`src/rtl/cbal_pkg.sv`:
```
package cbal_pkg;

  // upper-switch states of one H-bridge; lower switches are their complements
  typedef struct packed {
    logic up_b;
    logic up_a;
  } cell_sw_t;

  localparam cell_sw_t SW_BYPASS  = '{up_b: 1'b1, up_a: 1'b1};
  localparam cell_sw_t SW_INSERT  = '{up_b: 1'b1, up_a: 1'b0};
  localparam cell_sw_t SW_REVERSE = '{up_b: 1'b0, up_a: 1'b1};

  typedef enum logic [1:0] {
    LVL_ZERO,
    LVL_HALF,
    LVL_FULL
  } lvl_mag_e;

  function automatic lvl_mag_e lvl_decode(logic signed [2:0] code);
    case (code)
      3'sd0:         return LVL_ZERO;
      3'sd1, -3'sd1: return LVL_HALF;
      default:       return LVL_FULL;
    endcase
  endfunction

endpackage

```
`src/rtl/cbal_band.sv`:
```
module cbal_band #(
  parameter int VW   = 12,
  parameter int VNOM = 2048,
  parameter int BAND = 204
) (
  input  logic [VW-1:0] vc_i,
  output logic [VW+1:0] mag_o,
  output logic          over_o,
  output logic          out_o
);
  localparam int MW = VW + 2;

  logic [MW-1:0] diff;

  assign diff   = {2'b00, vc_i} - MW'(VNOM);
  assign over_o = ~diff[MW-1];
  assign mag_o  = diff[MW-1] ? (~diff + MW'(1)) : diff;
  assign out_o  = mag_o > MW'(BAND);

endmodule

```
`src/rtl/cbal_pick.sv`:
```
module cbal_pick
  import cbal_pkg::*;
#(
  parameter int VW = 12
) (
  input  lvl_mag_e      lvl_i,
  input  logic          idc_neg_i,
  input  logic [VW-1:0] vc1_i,
  input  logic [VW-1:0] vc2_i,
  input  logic [VW+1:0] mag1_i,
  input  logic [VW+1:0] mag2_i,
  input  logic [1:0]    over_i,
  input  logic [1:0]    out_i,
  input  logic          half_prev_i,
  output cell_sw_t      sw1_o,
  output cell_sw_t      sw2_o,
  output logic          half_sel_o
);
  logic tgt2, want_dis1, state_a, pick2;

  // target: larger deviation, cell 1 on tie
  assign tgt2      = mag2_i > mag1_i;
  assign want_dis1 = tgt2 ? ~over_i[1] : over_i[0];
  assign state_a   = want_dis1 ^ idc_neg_i;

  always_comb begin
    if (vc1_i == vc2_i)  pick2 = half_prev_i;
    else if (idc_neg_i)  pick2 = vc2_i > vc1_i;
    else                 pick2 = vc2_i < vc1_i;
  end

  always_comb begin
    sw1_o      = SW_BYPASS;
    sw2_o      = SW_BYPASS;
    half_sel_o = half_prev_i;
    unique case (lvl_i)
      LVL_ZERO: begin
        sw1_o = SW_INSERT;
        sw2_o = SW_INSERT;
      end
      LVL_HALF: begin
        half_sel_o = pick2;
        if (pick2) sw2_o = SW_INSERT;
        else       sw1_o = SW_INSERT;
      end
      default: begin
        if (|out_i) begin
          sw1_o = state_a ? SW_REVERSE : SW_INSERT;
          sw2_o = state_a ? SW_INSERT  : SW_REVERSE;
        end
      end
    endcase
  end

endmodule

```
`src/rtl/cbal_gate.sv`:
```
module cbal_gate
  import cbal_pkg::*;
(
  input  logic     en_i,
  input  cell_sw_t sw_i,
  output logic [3:0] gate_o
);
  assign gate_o = en_i ? {~sw_i.up_b, sw_i.up_b, ~sw_i.up_a, sw_i.up_a} : 4'b0000;
endmodule

```
`src/rtl/cell_balance_sel.sv`:
```
module cell_balance_sel
  import cbal_pkg::*;
#(
  parameter int VW       = 12,
  parameter int VNOM     = 2048,
  parameter int BAND_PCT = 10
) (
  input  logic              clk_i,
  input  logic              rst_ni,
  input  logic              sample_i,
  input  logic signed [2:0] level_i,
  input  logic              zero_pol_i,
  input  logic              idc_neg_i,
  input  logic [VW-1:0]     vc1_i,
  input  logic [VW-1:0]     vc2_i,
  output logic [3:0]        cell1_gate_o,
  output logic [3:0]        cell2_gate_o,
  output logic [3:0]        main_gate_o
);
  localparam int BAND   = VNOM * BAND_PCT / 100;
  localparam int NCELL  = 2;
  localparam int NBRDG  = NCELL + 1;
  localparam int MW     = VW + 2;

  logic [VW-1:0] vc   [NCELL];
  logic [MW-1:0] mag  [NCELL];
  logic [NCELL-1:0] over, outb;

  assign vc[0] = vc1_i;
  assign vc[1] = vc2_i;

  for (genvar c = 0; c < NCELL; c++) begin : g_band
    cbal_band #(.VW(VW), .VNOM(VNOM), .BAND(BAND)) u_band (
      .vc_i  (vc[c]),
      .mag_o (mag[c]),
      .over_o(over[c]),
      .out_o (outb[c])
    );
  end

  lvl_mag_e lvl;
  logic     main_pos;
  cell_sw_t main_d, sw1_d, sw2_d;
  logic     half_d, half_q, en_q;
  cell_sw_t sw_q [NBRDG];
  logic [3:0] gate [NBRDG];

  assign lvl      = lvl_decode(level_i);
  assign main_pos = (lvl == LVL_ZERO) ? zero_pol_i : ~level_i[2];
  assign main_d   = main_pos ? SW_REVERSE : SW_INSERT;

  cbal_pick #(.VW(VW)) u_pick (
    .lvl_i      (lvl),
    .idc_neg_i  (idc_neg_i),
    .vc1_i      (vc1_i),
    .vc2_i      (vc2_i),
    .mag1_i     (mag[0]),
    .mag2_i     (mag[1]),
    .over_i     (over),
    .out_i      (outb),
    .half_prev_i(half_q),
    .sw1_o      (sw1_d),
    .sw2_o      (sw2_d),
    .half_sel_o (half_d)
  );

  always_ff @(posedge clk_i or negedge rst_ni) begin
    if (!rst_ni) begin
      en_q    <= 1'b0;
      half_q  <= 1'b0;
      sw_q[0] <= SW_BYPASS;
      sw_q[1] <= SW_BYPASS;
      sw_q[2] <= SW_BYPASS;
    end else if (sample_i) begin
      en_q    <= 1'b1;
      half_q  <= half_d;
      sw_q[0] <= sw1_d;
      sw_q[1] <= sw2_d;
      sw_q[2] <= main_d;
    end
  end

  for (genvar b = 0; b < NBRDG; b++) begin : g_gate
    cbal_gate u_gate (
      .en_i  (en_q),
      .sw_i  (sw_q[b]),
      .gate_o(gate[b])
    );
  end

  assign cell1_gate_o = gate[0];
  assign cell2_gate_o = gate[1];
  assign main_gate_o  = gate[2];

endmodule

```
`config.mk`:
```
export PLATFORM = sky130hd
export DESIGN_NAME = cell_balance_sel
export DESIGN_NICKNAME = d
export VERILOG_FILES = /design/src/rtl/cbal_pkg.sv /design/src/rtl/cbal_band.sv /design/src/rtl/cbal_pick.sv /design/src/rtl/cbal_gate.sv /design/src/rtl/cell_balance_sel.sv
export SDC_FILE = /design/constraint.sdc
export NUM_CORES = 1
export LEC_CHECK = 0
export BUFFER_PORTS_ARGS = -buffer_cell sky130_fd_sc_hd__buf_4
export CAP_MARGIN = 0
export CORE_ASPECT_RATIO = 0.9
export CORE_MARGIN = 2
export CORE_UTILIZATION = 61
export DETAILED_ROUTE_END_ITERATION = 7
export HOLD_SLACK_MARGIN = 0.02
export PLACE_DENSITY = 0.86
export RECOVER_POWER = 50
export REMOVE_ABC_BUFFERS = 1
export SKIP_LAST_GASP = 1
export SLEW_MARGIN = 30
export SYNTH_ARGS = -nofsm -noshare
export SYNTH_HDL_FRONTEND = slang
export SYNTH_HIERARCHICAL = 1
export SYNTH_SLANG_ARGS = --single-unit
```
`constraint.sdc`:
```
create_clock -name clk_i -period 2.7 [get_ports clk_i]
set_input_delay 0.405 -clock clk_i [delete_from_list [all_inputs] [get_ports clk_i]]
set_output_delay 0.405 -clock clk_i [all_outputs]
set_load 0.03 [all_outputs]
```
==> run_results.csv, run 1 <==
group,metric,value,unit
cts,cts_sinks,8,
status,status,"stopped before the end",
global_route,grtUsageTotal,63.1,%
logic_synthesis,synthCells,308,
logic_synthesis,yosys_most_used_dff,"dfstp_2",
global_route,grt_max_degree,14,
logic_synthesis,synth_area_per_cell,7.28,um2
cts,cts_max_path_buffers,2,
place,port_buffers,43,
floorplanning,die_height,61.5,um
logic_synthesis,ys_types,57,
logic_synthesis,synth-seq-cells,8,
floorplanning,rows,20,
status,first-error,"[ERROR GRT-0232] Routing congestion too high. Check the congestion heatmap in the GUI.",
logic_synthesis,synthArstFlopShare,100,%
place,place_area,0.00291,mm2
floorplanning,initial_core_util,64.9,%
cts,htreeDepth,1,
logic_synthesis,synth_area,0.00224,mm2
place,place_hpwl,5350,um
cts,cts_root_buffer,"clkbuf_8",
timing,worst_endpoint,"sw_q[4]$_DFFE_PN1P_/D",
logic_synthesis,ys_warn_count,6,
global_route,overflow,1,
timing,worstEpCategory,"register data pin",
status,failed_stage,"global routing (5_1_grt)",
floorplanning,top_level_ports,44,
logic_synthesis,synth_edf_count,0,
place,place.gp.congestion,0.891,
cts,cts_buffers,3,
floorplanning,dieWidth,67.9,um
logic_synthesis,seq_area_frac_synth,9.27,%
[cell families after synthesis]
kind of cell	after synthesis	synth area share (%)
other	2	0.335
adders and majority gates	28	15.6
DFF	8	9.27
AOI/OAI and AO/OA	70	22.3
and+or+nand+nor	106	26.4
buffers and inverters	63	12.8
muxes	10	5.03
xor gates and xnor gates	21	8.21
[timing repair]
| action | in CTS |
|---|---|
| hold endpoints to repair | 2 |
| resized for setup | 16 |
| gates cloned | 0 |
| buffers inserted | 4 |
| pin swaps | 3 |
| setup endpoints to repair | 4 |
| hold buffers | 1 |
[Yosys cell counts, types with 4 or more instances]
| cell type | n | area (um2) |
|---|---|---|
| inv_1 | 37 | 139 |
| nor2_1 | 31 | 116 |
| ha_1 | 28 | 350 |
| nand2_1 | 21 | 78.8 |
| a21oi_1 | 17 | 85.1 |
| xor2_1 | 15 | 131 |
| clkbuf_1 | 10 | 37.5 |
| o21ai_0 | 9 | 45.0 |
| buf_4 | 8 | 60.1 |
| nor3_1 | 8 | 40.0 |
| mux2_2 | 7 | 78.8 |
| and2_2 | 6 | 45.0 |
| and2b_2 | 6 | 52.6 |
| dfstp_2 | 6 | 158 |
| xnor2_1 | 6 | 52.6 |
| a21o_1 | 5 | 37.5 |
| a31oi_1 | 5 | 31.3 |
| buf_2 | 5 | 25.0 |
| nand4_1 | 5 | 31.3 |
| nor4_1 | 5 | 31.3 |
| o21bai_1 | 4 | 30.0 |
[layer usage]
layer,overflow,GRT usage (%)
met1,0,65.8
met2,0,85.3
met3,0,38.4
met5,0,18.8
met4,1,59.7
[metrics by stage]
stage / cells / setup TNS [ns] / worst slack (ns) / hold slack (ns)
CTS: 435 / -1.71 / -0.478 / 0.449
detailed placement: 427 / -3.07 / -0.843 / 0.228
global placement: 427 / -2.54 / -0.683 / 0.225
floorplan: 284 / -1.76 / -0.503 / 0.109
==> run 2, diff against run 1 <==
--- a/config.mk
+++ b/config.mk
@@ -7,12 +7,10 @@
 export LEC_CHECK = 0
 export BUFFER_PORTS_ARGS = -buffer_cell sky130_fd_sc_hd__buf_4
 export CAP_MARGIN = 0
-export CORE_ASPECT_RATIO = 0.9
 export CORE_MARGIN = 2
-export CORE_UTILIZATION = 61
+export CORE_UTILIZATION = 40
 export DETAILED_ROUTE_END_ITERATION = 7
-export HOLD_SLACK_MARGIN = 0.02
-export PLACE_DENSITY = 0.86
+export PLACE_DENSITY_LB_ADDON = 0.15
 export RECOVER_POWER = 50
 export REMOVE_ABC_BUFFERS = 1
 export SKIP_LAST_GASP = 1
==> run 2 against run 1 <==
  * The flow now finishes, with violations (setup timing)
  * Synthesized cell count did not move
  * Area after synthesis did not move
==> run_results.csv, run 2 <==
group,metric,value,unit
status,status,"finished with violations",
status,violations,"setup timing",
worst_setup_path,required,2.85,ns
place,place_hpwl,4650,um
cts,cts_tree,"done",
finish,drive_gt1_share,37.0,%
finish,regMostFlops,"sw_q",
finish,design_area,0.00309,mm2
worst_setup_path,crit_fanout,5,
global_route,grt_pass1_wl,9520,um
route,num_vias,2304,
worst_setup_path,worstPathCellList,"buf_8 > nor4_4 > buf_4 > nand3_4 > nor3_2 > nor2_1 > xor2_1 > inv_1 > ha_1 > nand4_1 > a311o_1 > a21oi_2 > mux2i_4 > xnor2_1 > or2_1 > mux2_4",
floorplanning,initial_core_util,40.9,%
cts,htreeDepth,1,
worst_setup_path,startpoint_type,"input pin",
global_route,overflow,0,
timing,holdWs,0.431,ns
logic_synthesis,yosys_most_used_dff,"dfstp_2",
place,place.gp.congestion,0.790,
logic_synthesis,netlist_top_cells_area,"ha_1 (16%), dfstp_2 (7.0%), inv_1 (6.2%)",
timing,min_period,3.19,ns
power,vdd_drop_max,225,uV
logic_synthesis,synth_area_per_cell,7.28,um2
floorplanning,rows,27,
route,firstDrtPassIters,4,
logic_synthesis,synthCells,308,
timing,setup_viol,4,
finish,top_regs,"sw_q x6, en_q x1, half_q x1",
logic_synthesis,synth_top_area_share,15.6,%
route,post_drt_wl_per_cell,11.8,um
timing,finalCritPeriodShare,118,%
route,post_drt_via_cell_ratio,4.93,
floorplanning,die_height,78.9,um
worst_setup_path,crit_path_end_kind,"flop",
floorplanning,dieArea,0.00622,mm2
place,port_buffers,43,
finish,final_cell_mix,"buf_4 (99), inv_1 (37), nor2_1 (31)",
job,cap_violations,0,
worst_setup_path,path_class,"input pin to flop",
cts,cts_root_buffer,"clkbuf_8",
timing,fmax,313,MHz
finish,layout.nets,456,
logic_synthesis,synthArstFlopShare,100,%
worst_setup_path,crit_family,"simple AND/OR/NAND/NOR gates",
logic_synthesis,synth_top_cell_by_area,"ha_1",
timing,rsz0062_at_grt,"true",
finish,final_common_cell,"buf_4",
global_route,grt_use_met3,1.48,%
cts,path_clk_slew,0.04,ns
cts,cts_sinks,8,
logic_synthesis,synth_edf_count,0,
cts,clk_latency,0.23,ns
timing,hold_viol,0,
floorplanning,coreArea,0.00547,mm2
power,power.leakage,1.55,nW
place,dpl.cell_count,457,
worst_setup_path,worstPathArrival,3.34,ns
route,wirelength,5520,um
finish,layoutNonFillerInstCount,467,
global_route,met2_usage,32.3,%
logic_synthesis,seq_area_frac_synth,9.27,%
power,cellPowerDensity,297,mW/mm2
timing,drv_slew,0,
finish,fillers,545,
worst_setup_path,cp_slowest_cell,"mux2i_4",
logic_synthesis,ys_warn_count,6,
cts,cts_buffers,3,
worst_setup_path,slowest_delay,0.33,ns
logic_synthesis,synth_common_cells,"inv_1 (37), nor2_1 (31), ha_1 (28), nand2_1 (21), a21oi_1 (17)",
timing,setup_ws,-0.495,ns
logic_synthesis,synth-seq-cells,8,
route,post-route-drc-count,0,
place,dp_slack,-0.820,ns
global_route,grt_busiest_layer,"met2",
finish,syn_to_final_growth,37.9,%
global_route,grtUsageTotal,18.4,%
floorplanning,dieWidth,78.9,um
global_route,grt_pass1_vias,2190,
logic_synthesis,ys_types,57,
floorplanning,top_level_ports,44,
cts,cts_max_path_buffers,2,
global_route,globalRouteMet1Util,25.0,%
finish,largest_reg_flops,6,
global_route,antenna_found_initial,0,
global_route,grt_max_degree,18,
route,postRouteAntennaNets,0,
logic_synthesis,synth_most_common_cell,"inv_1",
worst_setup_path,crit_buf_inv,3,
finish,antenna_cells,0,
place,place_area,0.00295,mm2
hold_path,hold_path_class,"input pin to flop",
logic_synthesis,synth_area,0.00224,mm2
finish,multi_input_area,0.00180,mm2
finish,register_area,208,um2
timing,fin_skew,0.00239,ns
route,drtIter0Drc,130,
==> run 2: cell counts after synthesis <==
No cell type changed its count.
==> run 2: metal layers <==
layer / vias to the layer above / share of wire [%]
met5: - / 0
met4: 0 / 0.69
met3: 4 / 3.4
met2: 40 / 47
met1: 1027 / 49
li1: 1233 / -
==> run 2: final cells by class <==
type | count | share of cell area [%]
sequential | 8 | 6.72
multi-input combinational | 239 | 58.3
timing repair buffer | 107 | 26.1
inverter | 37 | 4.50
clock buffer | 4 | 1.46
tap | 72 | 2.92
==> run 2: final timing paths <==
check / cells after the start / end / slack [ns] / startpoint
max in group asynchronous: 2 / sw_q[2]$_DFFE_PN1P_ / 1.78 / rst_ni
min: 2 / sw_q[1]$_DFFE_PN1P_ / 0.43 / sample_i
max: 16 / sw_q[3]$_DFFE_PN1P_ / -0.49 / vc1_i[5]
min in group asynchronous: 2 / half_q$_DFFE_PN0P_ / 0.61 / rst_ni
min reg2reg: 2 / sw_q[1]$_DFFE_PN1P_ / 0.51 / sw_q[1]$_DFFE_PN1P_
max reg2reg: 6 / sw_q[4]$_DFFE_PN1P_ / 1.21 / half_q$_DFFE_PN0P_
==> run 2: timing repair <==
action	4_1_cts	5_1_grt
endpoints found under the hold margin	2	0
cloned	0	0
setup endpoints to repair	4	4
setup buffers	3	2
hold buffers	1	0
resized for setup	10	2
pin swaps	3	1
==> run 2: logic make-up (layout without fill, tap and decap cells) <==
group	Yosys count	in the layout	share of synthesized area [%]
mux	10	10	5.03
compound gates	70	70	22.3
simple gates	106	106	26.4
buf+inv	63	148	12.8
xor+xnor	21	21	8.21
fa+ha+maj	28	28	15.6
other cells	2	4	0.335
flops	8	8	9.27
==> run 2: metrics by stage <==
step / power, W / setup TNS [ns] / utilization [%]
floorplan: 0.000508 / -1.76 / -
global placement: 0.000751 / -2.80 / 53.9
detailed placement: 0.000760 / -3.05 / 53.9
CTS: 0.000929 / -1.72 / 56.2
global route: 0.000998 / -2.75 / 56.4
finish: 0.000919 / -1.87 / 56.4
==> run 2: power breakdown <==
| group | total [W] | internal [W] | switching (W) |
|---|---|---|---|
| clock network | 0.000146 | 0.000102 | 0.0000436 |
| registers | 0.000176 | 0.000155 | 0.0000210 |
| logic | 0.000597 | 0.000293 | 0.000304 |
| total | 0.000919 | 0.000550 | 0.000369 |
(Power assumes the default switching activity.)
==> run 3, diff against run 2 <==
--- a/config.mk
+++ b/config.mk
@@ -17,5 +17,4 @@
 export SLEW_MARGIN = 30
 export SYNTH_ARGS = -nofsm -noshare
 export SYNTH_HDL_FRONTEND = slang
-export SYNTH_HIERARCHICAL = 1
 export SYNTH_SLANG_ARGS = --single-unit
==> run 3 against run 2 <==
  * Final area rose by 2.5%
  * Worst setup slack got worse by 0.074 ns
  * First-iteration DRC count fell by 31%
  * The run still ends with setup timing left
  * Die area fell by 10%
  * Clock power rose by 4%
  * Synthesized cell count fell by 17%
==> run_results.csv, run 3 <==
group,metric,value,unit
status,status,"finished with violations",
timing,fin_skew,0.000507,ns
floorplanning,coreArea,0.00479,mm2
finish,top_regs,"sw_q x6, en_q x1, half_q x1",
worst_setup_path,path_class,"input pin to flop",
timing,rsz0062_at_grt,"true",
logic_synthesis,synth_top_area_share,16.3,%
hold_path,holdPathEnd,"sw_q[1]$_DFFE_PN1P_",
finish,largest_reg_flops,6,
cts,cts_buffers,3,
route,post_drt_wl_per_cell,13.9,um
finish,final_cell_mix,"buf_4 (113), ha_1 (24), nor2_1 (21)",
hold_path,hold_path_class,"input pin to flop",
finish,regMostFlops,"sw_q",
global_route,grtUsageTotal,23.7,%
timing,setup_viol,4,
route,postRouteAntennaNets,0,
global_route,overflow,0,
timing,holdWs,0.474,ns
worst_setup_path,worstPathArrival,3.42,ns
cts,cts_tree,"done",
power,vdd_drop_max,199,uV
finish,antenna_cells,0,
worst_setup_path,crit_path_end_kind,"flop",
finish,syn_to_final_growth,58.4,%
route,drtIter0Drc,90,
floorplanning,top_level_ports,44,
logic_synthesis,synth_most_common_cell,"ha_1",
status,violations,"setup timing",
worst_setup_path,crit_fanout,3,
logic_synthesis,synthCells,257,
worst_setup_path,timing.rr.end,"sw_q[4]$_DFFE_PN1P_",
finish,design_area,0.00317,mm2
place,place_area,0.00297,mm2
floorplanning,initial_core_util,41.8,%
route,post_drt_via_cell_ratio,5.32,
cts,htreeDepth,1,
cts,cts_root_buffer,"clkbuf_8",
logic_synthesis,synth-seq-cells,8,
place,place_hpwl,5270,um
logic_synthesis,yosys_most_used_dff,"dfstp_2",
worst_setup_path,reg2reg_depth,6,
floorplanning,die_height,74.7,um
worst_setup_path,r2r_slack,0.94,ns
logic_synthesis,ys_warn_count,0,
logic_synthesis,synth_common_cells,"ha_1 (26), nor2_1 (22), inv_1 (21), a21oi_1 (16), nor2b_1 (11)",
floorplanning,dieArea,0.00558,mm2
power,cellPowerDensity,286,mW/mm2
logic_synthesis,netlist_top_cells_area,"ha_1 (16%), dfstp_2 (7.9%), xnor2_1 (4.4%)",
power,power.leakage,1.50,nW
logic_synthesis,synth_area,0.00200,mm2
route,wirelength,6200,um
finish,layout.nets,439,
cts,cts_sinks,8,
global_route,antenna_found_initial,0,
timing,setup_ws,-0.569,ns
finish,final_common_cell,"buf_4",
logic_synthesis,synth_top_cell_by_area,"ha_1",
logic_synthesis,ys_types,63,
cts,clk_latency,0.23,ns
floorplanning,dieWidth,74.7,um
place,place.gp.congestion,0.882,
logic_synthesis,seq_area_frac_synth,10.4,%
worst_setup_path,r2r-start,"half_q$_DFFE_PN0P_",
place,port_buffers,43,
route,firstDrtPassIters,4,
logic_synthesis,synthArstFlopShare,100,%
global_route,grt_pass1_wl,10200,um
cts,path_clk_slew,0.04,ns
finish,drive_gt1_share,43.4,%
timing,hold_viol,0,
logic_synthesis,synth_area_per_cell,7.77,um2
worst_setup_path,required,2.86,ns
cts,cts_max_path_buffers,2,
timing,fmax,306,MHz
timing,drv_slew,0,
floorplanning,rows,25,
global_route,grt_pass1_vias,2291,
hold_path,min_path_cells,3,
worst_setup_path,startpoint_type,"input pin",
job,cap_violations,0,
global_route,grt_max_degree,14,
timing,min_period,3.27,ns
logic_synthesis,synth_edf_count,0,
hold_path,min_from,"level_i[2]",
timing,finalCritPeriodShare,121,%
route,post-route-drc-count,0,
route,num_vias,2376,
-- run 3: worst max path at each step --
stage	start	end	slack (ns)	cells after the start
2_1_floorplan	vc2_i[0]	sw_q[4]$_DFFE_PN1P_	-0.80	13
3_3_place_gp	vc2_i[1]	sw_q[4]$_DFFE_PN1P_	-0.84	12
3_5_place_dp	vc2_i[0]	sw_q[2]$_DFFE_PN1P_	-0.92	15
4_1_cts	vc2_i[9]	sw_q[5]$_DFFE_PN1P_	-0.51	13
5_1_grt	vc2_i[5]	sw_q[2]$_DFFE_PN1P_	-0.65	13
6_report	vc2_i[5]	sw_q[2]$_DFFE_PN1P_	-0.57	13
-- run 3: cell families after synthesis --
group,Yosys count,share of synthesized area [%]
mux,4,2.13
flops,8,10.4
compound gates,69,26.9
xor+xnor,14,6.14
fa+ha+maj,26,16.3
other cells,2,0.376
buf+inv,28,5.64
simple gates,106,32.2
-- run 3: what timing repair did --
item,4_1_cts,5_1_grt
resized for setup,12,18
pin swaps,7,4
setup endpoints to repair,4,4
setup buffers,1,2
endpoints found under the hold margin,2,0
hold buffers,1,0
-- run 3: stage by stage --
step | setup TNS [ns] | worst slack (ns) | util [%] | cells | power [W]
after floorplan | -2.91 | -0.798 | - | 252 | 0.000454
after global placement | -3.31 | -0.844 | 62.0 | 439 | 0.000708
after detailed placement | -3.52 | -0.921 | 62.0 | 439 | 0.000719
after CTS | -1.99 | -0.509 | 64.6 | 445 | 0.000892
after global routing | -2.42 | -0.647 | 66.1 | 447 | 0.000981
final | -2.09 | -0.569 | 66.1 | 447 | 0.000906
-- run 3: layout make-up --
class,instances,area [um2]
Sequential cell,8,208
Tap cell,67,83.8
Timing Repair Buffer,124,957
Clock buffer,4,45.0
Multi-Input combinational cell,223,1790
Inverter,21,78.8
Fill cell,437,1620
-- run 3: critical path: stages --
cell,delay (ns)
buf_6,0.09
or3_4,0.38
o41a_1,0.40
a211o_1,0.24
ha_1,0.27
nand4_1,0.10
or2_4,0.26
buf_6,0.12
or4_4,0.49
o221ai_4,0.24
buf_6,0.16
nor4b_4,0.22
nor3_2,0.06
-- run 3: per-layer routing --
| metal | track usage (%) | vias up | wire (um) |
|---|---|---|---|
| met4 | 7.14 | 0 | 121 |
| met1 | 26.6 | 1081 | 2530 |
| li1 | - | 1217 | - |
| met2 | 47.5 | 67 | 3320 |
| met5 | 0 | - | 0 |
| met3 | 1.34 | 11 | 227 |
-- run 3: report_power, final --
group | total (W) | internal, W | switching, W | leakage [nW]
Sequential | 0.000158 | 0.000147 | 0.0000111 | 0.0829
Combinational | 0.000596 | 0.000298 | 0.000298 | 1.40
Clock | 0.000152 | 0.000102 | 0.0000493 | 0.0228
Total | 0.000906 | 0.000547 | 0.000359 | 1.50
==> run 4, diff against run 3 <==
--- a/config.mk
+++ b/config.mk
@@ -5,7 +5,7 @@
 export SDC_FILE = /design/constraint.sdc
 export NUM_CORES = 1
 export LEC_CHECK = 0
-export BUFFER_PORTS_ARGS = -buffer_cell sky130_fd_sc_hd__buf_4
+export BUFFER_PORTS_ARGS = -buffer_cell sky130_fd_sc_hd__buf_2
 export CAP_MARGIN = 0
 export CORE_MARGIN = 2
 export CORE_UTILIZATION = 40
==> run 4 against run 3 <==
  * The run still ends with setup timing left
  * Clock skew grew 0.0071 ns
  * Cell count increased by 0.22%
  * Critical endpoint is now sw_q[4]$_DFFE_PN1P_
  * Utilization decreased by 2.1 points
  * Hold slack worse by 0.40 ns
==> run_results.csv, run 4 (synthesis results as in run 3) <==
group,metric,value,unit
global_route,grtUsageTotal,22.7,%
worst_setup_path,crit_path_end_kind,"flop",
finish,antenna_cells,0,
timing,drv_slew,0,
floorplanning,dieWidth,74.7,um
finish,layout.nets,440,
floorplanning,top_level_ports,44,
route,post-route-drc-count,0,
cts,path_clk_slew,0.05,ns
worst_setup_path,crit_family,"simple AND/OR/NAND/NOR gates",
global_route,grt_pass1_vias,2198,
route,wirelength,6120,um
place,port_buffers,43,
timing,fin_skew,0.00756,ns
cts,cts_max_path_buffers,2,
timing,min_period,3.22,ns
worst_setup_path,cp_slowest_cell,"or4_4",
finish,regMostFlops,"sw_q",
route,wl_met3,173,um
route,dr_wl_met2,3080,um
cts,cts_buffers,3,
worst_setup_path,slowest_delay,0.50,ns
finish,final_common_cell,"buf_4",
timing,setup_ws,-0.521,ns
cts,htreeDepth,1,
power,cellPowerDensity,291,mW/mm2
finish,syn_to_final_growth,53.4,%
floorplanning,die_height,74.7,um
place,dpl.cell_count,443,
floorplanning,rows,25,
timing,fmax,310,MHz
timing,tns,-1.74,ns
power,power.leakage,1.47,nW
route,drtIter0Drc,121,
route,firstDrtPassIters,4,
route,num_vias,2376,
global_route,grt_pass1_wl,9720,um
hold_path,hold_path_class,"input pin to async pin",
floorplanning,dieArea,0.00558,mm2
timing,worstMarginPinSlew,0.488,ns
route,post_drt_wl_per_cell,13.7,um
global_route,antenna_found_initial,0,
route,postRouteAntennaNets,0,
place,place.gp.congestion,0.941,
timing,finalCritPeriodShare,119,%
worst_setup_path,crit_buf_inv,1,
timing,holdWs,0.0743,ns
route,met1_length,2720,um
cts,cts_root_buffer,"clkbuf_8",
finish,final_cell_mix,"buf_4 (81), buf_2 (37), ha_1 (25)",
worst_setup_path,worstPathCellList,"buf_6 > or3_4 > o41a_1 > a211o_1 > ha_1 > nand4_1 > or2_4 > or4_4 > o221ai_4 > mux2_4 > nor2_2",
status,status,"finished with violations",
timing,rsz0062_at_grt,"true",
timing,relSlewSlack,66.6,%
finish,largest_reg_flops,6,
finish,fillers,442,
power,vdd_drop_max,213,uV
cts,cts_tree,"done",
finish,drive_gt1_share,42.0,%
floorplanning,coreArea,0.00479,mm2
floorplanning,initial_core_util,41.8,%
worst_setup_path,crit_fanout,4,
global_route,grt_max_degree,14,
cts,clk_latency,0.24,ns
global_route,overflow,0,
place,place_hpwl,5260,um
worst_setup_path,path_class,"input pin to flop",
worst_setup_path,startpoint_type,"input pin",
route,highest_layer,"met4",
worst_setup_path,worstPathArrival,3.39,ns
power,finalPower,0.000893,W
worst_setup_path,required,2.87,ns
job,cap_violations,0,
status,violations,"setup timing",
finish,layoutNonFillerInstCount,448,
finish,top_regs,"sw_q x6, en_q x1, half_q x1",
timing,hold_viol,0,
timing,setup_viol,4,
place,dp_slack,-0.896,ns
route,post_drt_via_cell_ratio,5.30,
cts,cts_sinks,8,
==> run 4: path summary, 6_finish.rpt <==
kind	from	to	slack, ns	cells after the start
setup / recovery	vc2_i[5]	sw_q[4]$_DFFE_PN1P_	-0.52	11
hold / removal	rst_ni	half_q$_DFFE_PN0P_	0.07	1
setup reg to reg	half_q$_DFFE_PN0P_	sw_q[4]$_DFFE_PN1P_	0.86	6
hold reg to reg	half_q$_DFFE_PN0P_	half_q$_DFFE_PN0P_	0.51	1
max in group asynchronous	rst_ni	sw_q[3]$_DFFE_PN1P_	2.29	1
min in group clk_i	level_i[2]	sw_q[1]$_DFFE_PN1P_	0.47	3
==> run 4: where the power goes <==
group | switching [W] | internal [W] | total (W)
clock | 0.0000529 | 0.000103 | 0.000156
combinational | 0.000305 | 0.000275 | 0.000580
sequential | 0.0000111 | 0.000147 | 0.000158
==> run 4: final cells by class <==
cell class / instances / area [um2] / share of cell area (%)
repair buffers: 125 / 858 / 28.0
well taps: 67 / 83.8 / 2.73
flip-flops and latches: 8 / 208 / 6.78
multi-input cells: 223 / 1790 / 58.4
inverters: 21 / 78.8 / 2.57
clock buffers: 4 / 45.0 / 1.47
==> run 4: through the flow <==
stage | instance area [um2] | utilization, %
after floorplan | 1970 | -
final | 3070 | 64.1
after global placement | 2890 | 60.4
after global routing | 3070 | 64.1
after CTS | 3000 | 62.7
after detailed placement | 2890 | 60.4
==> run 4: routing by layer <==
| metal | track usage [%] | up-vias |
|---|---|---|
| li1 | - | 1216 |
| met4 | 8.73 | 0 |
| met3 | 1.34 | 11 |
| met1 | 27.4 | 1097 |
| met2 | 41.9 | 52 |
| met5 | 0 | - |
==> run 4: what timing repair did <==
item / CTS / global route
setup buffers: 0 / 1
setup endpoints to repair: 4 / 4
hold buffers: 0 / 0
gates resized for setup: 11 / 11
pin swaps: 6 / 7
